`config.mk`:
```
export PLATFORM = sky130hd
export DESIGN_NAME = lead_zero_unit
export DESIGN_NICKNAME = d
export VERILOG_FILES = /design/src/rtl/lzu_pkg.sv /design/src/rtl/lzu_size_mask.sv /design/src/rtl/lzu_tree.sv /design/src/rtl/lead_zero_unit.sv
export SDC_FILE = /design/constraint.sdc
export NUM_CORES = 1
export LEC_CHECK = 0
export ABC_CLOCK_PERIOD_IN_PS = 8510
export BUFFER_PORTS_ARGS = -buffer_cell sky130_fd_sc_hd__clkbuf_2
export CAP_MARGIN = 20
export CORE_UTILIZATION = 40
export DETAILED_ROUTE_END_ITERATION = 7
export MAX_ROUTING_LAYER = met4
export PLACE_DENSITY = 0.8
export RECOVER_POWER = 50
export SYNTH_ARGS = -nofsm -noshare
export SYNTH_HDL_FRONTEND = slang
export SYNTH_SLANG_ARGS = --single-unit
export TNS_END_PERCENT = 10
```
`constraint.sdc`:
```
create_clock -name clk -period 8.51 [get_ports clk]
set_input_delay 0 -clock clk [delete_from_list [all_inputs] [get_ports clk]]
set_output_delay 0 -clock clk [all_outputs]
set_load 0.1 [all_outputs]
```
`src/rtl/lzu_pkg.sv`:
```
// Package lzu_pkg
// Shared constants and the operand size encoding for the leading zero counter.
// Assumes the bus is 64 bits wide and that the counts are powers of two.
package lzu_pkg;
    localparam int OP_W  = 64;
    localparam int CNT_W = $clog2(OP_W) + 1;

    typedef enum logic [1:0] {
        SZ16  = 2'b00,
        SZ32  = 2'b01,
        SZ64  = 2'b10,
        SZBAD = 2'b11
    } op_size_e;
endpackage

```
`src/rtl/lzu_size_mask.sv`:
```
// Module lzu_size_mask
// Keeps only the low bits that belong to the selected operand size. It reports
// that width and whether the request is legal. Assumes DATA_W is 64.
module lzu_size_mask
    import lzu_pkg::*;
#(
    parameter int DATA_W = OP_W,
    parameter int CW     = CNT_W
) (
    input  logic [DATA_W-1:0] src,
    input  op_size_e          size,
    input  logic              mode64,
    output logic [DATA_W-1:0] masked,
    output logic [CW-1:0]     width,
    output logic              legal
);
    localparam logic [DATA_W-1:0] ONES = {DATA_W{1'b1}};

    // Decode the size code into a width, a bit mask and a legality flag.
    always_comb begin
        case (size)
            SZ16: begin
                width  = CW'(16);
                masked = src & ~(ONES << 16);
                legal  = 1'b1;
            end
            SZ32: begin
                width  = CW'(32);
                masked = src & ~(ONES << 32);
                legal  = 1'b1;
            end
            SZ64: begin
                width  = CW'(DATA_W);
                masked = src;
                legal  = mode64;
            end
            default: begin
                width  = CW'(DATA_W);
                masked = src;
                legal  = 1'b0;
            end
        endcase
    end
endmodule

```
`src/rtl/lzu_tree.sv`:
```
// Module lzu_tree
// Counts the leading zeros of a full DATA_W word with a log-depth tree of
// pairwise merges. Each node carries an all-zero flag and a partial count.
// Assumes DATA_W is a power of two, at least 4.
module lzu_tree #(
    parameter int DATA_W = 64,
    parameter int CW     = $clog2(DATA_W) + 1
) (
    input  logic [DATA_W-1:0] vec,
    output logic [CW-1:0]     count,
    output logic              all_zero
);
    localparam int LEVELS = $clog2(DATA_W);

    genvar l, i;
    generate
        for (l = 1; l <= LEVELS; l++) begin : g_lvl
            localparam int N = DATA_W >> l;
            logic [N-1:0]   z;
            logic [N*l-1:0] c;
            for (i = 0; i < N; i++) begin : g_node
                if (l == 1) begin : g_leaf
                    // Leaf pair: the higher bit decides a count of 0 or 1.
                    assign z[i] = ~vec[2*i] & ~vec[2*i+1];
                    assign c[i] = ~vec[2*i+1];
                end else begin : g_merge
                    logic         zl, zr;
                    logic [l-2:0] cl, cr;
                    assign zl = g_lvl[l-1].z[2*i+1];
                    assign zr = g_lvl[l-1].z[2*i];
                    assign cl = g_lvl[l-1].c[(2*i+1)*(l-1) +: (l-1)];
                    assign cr = g_lvl[l-1].c[(2*i)*(l-1) +: (l-1)];
                    // Merge: if the upper half is all zero, continue into the lower half.
                    assign z[i] = zl & zr;
                    assign c[i*l +: l] = zl ? {1'b1, cr} : {1'b0, cl};
                end
            end
        end
    endgenerate

    // Root: an all-zero word counts as the full width.
    assign all_zero = g_lvl[LEVELS].z[0];
    assign count    = all_zero ? CW'(DATA_W) : {1'b0, g_lvl[LEVELS].c};
endmodule

```
`src/rtl/lead_zero_unit.sv`:
```
// Module lead_zero_unit
// Top of the multi-width leading zero counter. It masks the operand to the
// selected size and counts on the full bus. It then removes the zeros added
// above the width and registers the count, the flags and the status.
// Assumes the bus is 64 bits wide and the reset is synchronous and active low.
module lead_zero_unit
    import lzu_pkg::*;
#(
    parameter int DATA_W = OP_W,
    parameter int CW     = CNT_W
) (
    input  logic              clk,
    input  logic              rst_n,
    input  logic              in_valid,
    input  logic [1:0]        in_size,
    input  logic              mode64,
    input  logic [DATA_W-1:0] src,
    output logic              out_valid,
    output logic [CW-1:0]     result,
    output logic              cf,
    output logic              zf,
    output logic              size_err
);
    logic [DATA_W-1:0] masked;
    logic [CW-1:0]     width;
    logic              legal;
    logic [CW-1:0]     raw_cnt;
    logic              op_zero;
    logic [CW-1:0]     cnt;
    logic              accept;
    logic              reject;

    lzu_size_mask #(.DATA_W(DATA_W), .CW(CW)) u_mask (
        .src    (src),
        .size   (op_size_e'(in_size)),
        .mode64 (mode64),
        .masked (masked),
        .width  (width),
        .legal  (legal)
    );

    lzu_tree #(.DATA_W(DATA_W), .CW(CW)) u_tree (
        .vec      (masked),
        .count    (raw_cnt),
        .all_zero (op_zero)
    );

    // Remove the zeros that masking placed above the selected width.
    always_comb begin
        cnt    = raw_cnt - (CW'(DATA_W) - width);
        accept = in_valid & legal;
        reject = in_valid & ~legal;
    end

    // Output stage: register the status every cycle and the data on a legal request.
    always_ff @(posedge clk) begin
        if (!rst_n) begin
            out_valid <= 1'b0;
            size_err  <= 1'b0;
            result    <= '0;
            cf        <= 1'b0;
            zf        <= 1'b0;
        end else begin
            out_valid <= accept;
            size_err  <= reject;
            if (accept) begin
                result <= cnt;
                cf     <= op_zero;
                zf     <= (cnt == '0);
            end
        end
    end
endmodule

```
After elaboration in Yosys (flattened, before gate mapping) --
Cells that the tools add are included.
Storage, ports and cells: register bits 11, bits in latches 0, memory bits (writable) 0, memory bits (read-only) 0, input bits 70, output and inout bits 11, logic and storage cells 177, memories kept 0
Operators by class: $add $sub $neg 2, multiply operators 0, div/mod/pow operators 0, order comparisons 0, equal/unequal tests 2, shift operators 0, multiplexer cells 35, bitwise gates (word level) 130, reduce and logical (&&, ||, !) cells 3
Operators by type and width (number):
- $pmux 64 s2 | 1
- $and 1x1->1 | 65
- $not 1->1 | 65
- $mux 2 | 16
- $mux 3 | 8
- $mux 4 | 4
- $pmux 7 s2 | 1
- $mux 5 | 2
- $logic_not 7->1 | 1
- $mux 7 | 1
- $sub 7x7->7 | 1
- $sub 7x7->7 const A | 1
- $mux 6 | 1
- $eq 2x1->1 const B | 1
- $eq 2x2->1 const B | 1
- $logic_not 2->1 | 1
- $pmux 1 s2 | 1
- $reduce_or 2->1 | 1

Longest topological paths before layout --
word-level depth 12, mapped depth 13, mapped depth without buffers 13

By module --
Synthesis repeated with hierarchy kept, for this count alone.
Unflattened totals: cells, all modules 272, area total of the unflattened synthesis 2025.7 µm²
Modules (own cells, without submodules):
- lzu_tree | times used 1, cells each 124, area each 788.3 µm², seq. area each 0.0 µm²
- lead_zero_unit | times used 1, cells each 70, area each 663.1 µm², seq. area each 220.2 µm²
- lzu_size_mask | times used 1, cells each 78, area each 574.3 µm², seq. area each 0.0 µm²

Worst setup path after synthesis --
No wires, ideal clock.
path type input port to flip-flop, start in src[11], end reg zf, library setup time 0.088 ns, arrival time 2.656 ns, required time 8.422 ns, setup slack 5.766 ns, cell stages on the path 12, path buffers 0, cells stage by stage or4_1 > nand4b_1 > o211ai_1 > inv_1 > ha_1 > ha_1 > xnor2_1 > xnor2_1 > xnor2_1 > nor4b_2 > nand3_1 > o32ai_2
On the way: cells in the longest elaborated chain, start to end 11, elaborated cells on any way between the ends 16, classes of those cells add/sub (1); mux (7); bitwise (7); reduce/logical (1)
Ends and longest elaborated chain:
- start: declaration | line lead_zero_unit.sv:17 | input logic [DATA_W-1:0] src,
- $pmux 64 s2 (*) | line lzu_size_mask.sv:21 | case (size)
- $not 1->1 (*) | line lzu_tree.sv:24, lzu_tree.sv:25
- $and 1x1->1 | line lzu_tree.sv:24 | assign z[i] = ~vec[2*i] & ~vec[2*i+1];
- $mux 2 or $and 1x1->1 (tied branches) | line lzu_tree.sv:35, lzu_tree.sv:34
- $mux 3 or $and 1x1->1 (tied branches) | line lzu_tree.sv:35, lzu_tree.sv:34
- $mux 4 or $and 1x1->1 (tied branches) | line lzu_tree.sv:35, lzu_tree.sv:34
- $mux 5 or $and 1x1->1 (tied branches) | line lzu_tree.sv:35, lzu_tree.sv:34
- $mux 6 or $and 1x1->1 (tied branches) | line lzu_tree.sv:35, lzu_tree.sv:34
- $mux 7 (*) | line lzu_tree.sv:43 | assign count = all_zero ? CW'(DATA_W) : {1'b0, g_lvl[LEVELS].c};
- $sub 7x7->7 (*) | line lead_zero_unit.sv:50 | cnt = raw_cnt - (CW'(DATA_W) - width);
- $logic_not 7->1 (*) | line lead_zero_unit.sv:69 | zf <= (cnt == '0);
- end signal: assignment | line lead_zero_unit.sv:69
- end: declaration | line lead_zero_unit.sv:21 | output logic zf,
Mark *: on every way between the ends. The rest lies on a longest branch, timed or not. A chain may end at the register's enable or synchronous reset.

Worst setup path in the final report --
start in src[42], end reg zf
On the way: cells in the longest elaborated chain, start to end 11, elaborated cells on any way between the ends 16, classes of those cells add/sub (1); mux (7); bitwise (7); reduce/logical (1)
Ends and longest elaborated chain (line):
- $pmux 64 s2 (*) | lzu_size_mask.sv:21
- $not 1->1 (*) | lzu_tree.sv:24
- $and 1x1->1 (*) | lzu_tree.sv:24
- $mux 2 or $and 1x1->1 (tied branches) | lzu_tree.sv:35, lzu_tree.sv:34
- $mux 3 or $and 1x1->1 (tied branches) | lzu_tree.sv:35, lzu_tree.sv:34
- $mux 4 or $and 1x1->1 (tied branches) | lzu_tree.sv:35, lzu_tree.sv:34
- $mux 5 or $and 1x1->1 (tied branches) | lzu_tree.sv:35, lzu_tree.sv:34
- $mux 6 or $and 1x1->1 (tied branches) | lzu_tree.sv:35, lzu_tree.sv:34
- $mux 7 (*) | lzu_tree.sv:43
- $sub 7x7->7 (*) | lead_zero_unit.sv:50
- $logic_not 7->1 (*) | lead_zero_unit.sv:69
Marks and branches as above.

==> results.json <==
{
  "die_area_sq_mm": 0.00335,
  "post-route-period-util_pct": 33.2,
  "io_buffers": 80,
  "fin_setup_tns_ns": 0,
  "overflow": 0,
  "cts_setup_buffers": 0,
  "die_h_microns": 57.8,
  "seqCellArea_sq_um": 220,
  "gp_congestion": 0.805,
  "cts.clk_slew.worst_paths_ns": 0.07,
  "clock_path_buffers": 2,
  "busiest_layer": "met2",
  "drc": 5,
  "viasPerCell": 5.67,
  "p_leak_nw": 0.775,
  "regToRegEndpoint": "result[1]",
  "r2r_start": "result[1]",
  "fill_cells": 285,
  "hold_path_end": "zf",
  "synth.avg_cell_area_sq_um": 6.97,
  "drt_wl_total_microns": 3510,
  "cap_violations": 0,
  "synth-edff-count": 0,
  "detail-route-antenna-nets": 0,
  "arrival_ns": 3.01,
  "numCtsBuffers": 3,
  "nets": 337,
  "syn_nets": 252,
  "antenna_found_initial": 0,
  "crit_path_end_kind": "register",
  "diodes": 0,
  "violations": "DRC",
  "start_util_pct": 43.7,
  "synthesis.area_sq_mm": 0.00125,
  "hpwl_microns": 2950,
  "final_cells": 294,
  "post-route-util_pct": 60.0,
  "area_growth_pct": 37.2,
  "ys_seq_elements": 11,
  "status": "complete, but fails checks",
  "worstPathRequired_ns": 8.70,
  "hold_path_depth": 3,
  "synth-main-ff-cell": "dfxtp_1",
  "rsz0062_at_grt": "no",
  "grt_use_met3_pct": 4.02,
  "clkLatencyLatePin_ns": 0.27,
  "cts_root_buf": "clkbuf_4",
  "core_area_sq_mm": 0.00285,
  "critPathKind": "in2reg",
  "grt_pass1_wl_microns": 5840,
  "ff2ff_path_depth": 2,
  "worst_pin_slew_ns": 1.18,
  "setup_viol": 0,
  "cts_hold_buf": 2,
  "grt_start_max_net_pins": 15,
  "dr.pass1.iters": 6,
  "drv_slew": 0,
  "die_w_microns": 57.8,
  "synth-seq-area-share_pct": 17.7,
  "holdWs_ns": 0.0261,
  "rrSetupSlack_ns": 7.81,
  "grt.total_usage_pct": 22.3,
  "dr.first_iter.drc_count": 104,
  "hp-start": "rst_n",
  "cts.sinks": 11,
  "fin_crit_ns": 2.82,
  "multi_input_area_sq_um": 960,
  "dr_total_vias": 1667,
  "fin_total_pwr_uw": 171,
  "timing.fmax_mhz": 354,
  "cts_tree": "yes",
  "row_count": 19,
  "async_reset_ff_share_pct": 0,
  "finalHoldViolCount": 0,
  "powerDensity_mw_per_mm2": 100,
  "num_io_pins": 81,
  "yosysWarnings": 0,
  "grt_pass1_vias": 1455,
  "skew_ns": 0,
  "routedWlPerCell_microns": 11.9,
  "grt_util_met1_pct": 28.0,
  "min_path_type": "in2reg",
  "cts_resized": 0,
  "slew_headroom_pct": 21.6,
  "startpoint_type": "input port",
  "placedCellCount": 288,
  "peakVddDrop_v": 0.0000779,
  "h-tree-depth": 1,
  "yosysUniqueCellTypes": 47,
  "critPathMaxFanout": 4,
  "netlist_instances": 179,
  "use_met2_pct": 38.6,
  "drive_gt1_share_pct": 29.3
}
layer usage:
layer / wire length (microns) / share of wire (%)
met5: 0 / 0
met4: 0 / 0
met3: 209 / 6.0
met2: 1680 / 48
met1: 1620 / 46
metrics by stage:
step | worst slack, ns | cell area (sq um)
floorplan | 5.77 | 1250
global placement | 5.54 | 1680
global route | 5.34 | 1710
finish | 5.69 | 1710
CTS | 5.67 | 1730
detailed placement | 5.40 | 1680
kinds of logic (layout without fill, tap and decap cells):
group	count (synthesis)	in the layout	synth area share, %
adder cells (fa/ha/maj)	3	3	3.01
flip-flops	11	11	17.7
AO/OA/AOI/OAI	63	63	34.7
multiplexers	5	5	4.01
buffers and inverters	18	102	5.42
XOR/XNOR	3	3	2.11
AND/OR/NAND/NOR	76	76	33.1
flip-flops by register name (all words and copies together) (netlist names):
signal,flops
result,7
size_err,1
zf,1
out_valid,1
cf,1
synthesized netlist by cell type, types with 2 or more instances:
master     instances  area share (%)
a41oi_1            2             1.4
o211ai_1           2             1.2
a31oi_1            3             1.5
nand2_1            6             1.8
inv_1             16             4.8
xnor2_1            3             2.1
mux2i_1            5             4.0
dfxtp_1           11              18
o21ai_0           14             5.6
clkbuf_1           2            0.60
nor3_1             8             3.2
or4_1              5             3.0
ha_1               3             3.0
a21oi_1           14             5.6
nor4_1            11             5.5
o31ai_1            3             1.8
nand3_1            2            0.80
o21bai_1           2             1.2
a2111oi_0          2             1.4
nor2b_1            4             2.0
a211oi_1           5             3.0
nand2b_1           3             1.5
nor2_1            29             8.7
power by group:
| group | total [mW] | leakage [nW] | switching, mW | internal (mW) |
|---|---|---|---|---|
| clock | 0.0356 | 0.0150 | 0.0174 | 0.0182 |
| sequential | 0.0554 | 0.0901 | 0.00117 | 0.0542 |
| combinational | 0.0802 | 0.670 | 0.0518 | 0.0283 |
cells in the final DEF (no fill, tap or decap), types with 2 or more instances in the layout:
master	count
nor2b_1	4
a2111oi_0	2
mux2i_1	5
nand2_1	6
inv_1	16
nand2b_1	3
a31oi_1	3
xnor2_1	3
o21bai_1	2
or4_1	5
clkbuf_4	3
nand3_1	2
a21oi_1	14
nor2_1	29
dlygate4sd3_1	2
o21ai_0	14
o31ai_1	3
clkbuf_2	69
a41oi_1	2
o211ai_1	2
clkbuf_1	12
nor4_1	11
ha_1	3
nor3_1	8
dfxtp_1	11
a211oi_1	5
worst max-delay path by stage:
stage	startpoint	endpoint	depth (start not counted)
3_3_place_gp	src[42]	zf	13
2_1_floorplan	src[11]	zf	12
6_report	src[42]	zf	13
5_1_grt	src[42]	zf	13
4_1_cts	src[42]	zf	13
3_5_place_dp	src[42]	zf	13
area by class of cell:
| type | instances | share of cell area [%] |
|---|---|---|
| timing repair buffer | 82 | 23.8 |
| sequential | 11 | 12.9 |
| inverter | 16 | 3.51 |
| multi-input combinational | 150 | 56.1 |
| clock buffer | 4 | 1.54 |
| tap | 31 | 2.27 |
critical path: stages:
cell and delay (ns):
clkbuf_2 0.11, or4_4 0.55, o41ai_1 0.56, o211ai_1 0.25, inv_1 0.11, ha_1 0.23, ha_1 0.20, xnor2_1 0.16
xnor2_1 0.16, xnor2_1 0.12, nor4b_2 0.24, nand3_1 0.12, o32ai_2 0.20
No activity file was read; power rests on OpenSTA's default activity.
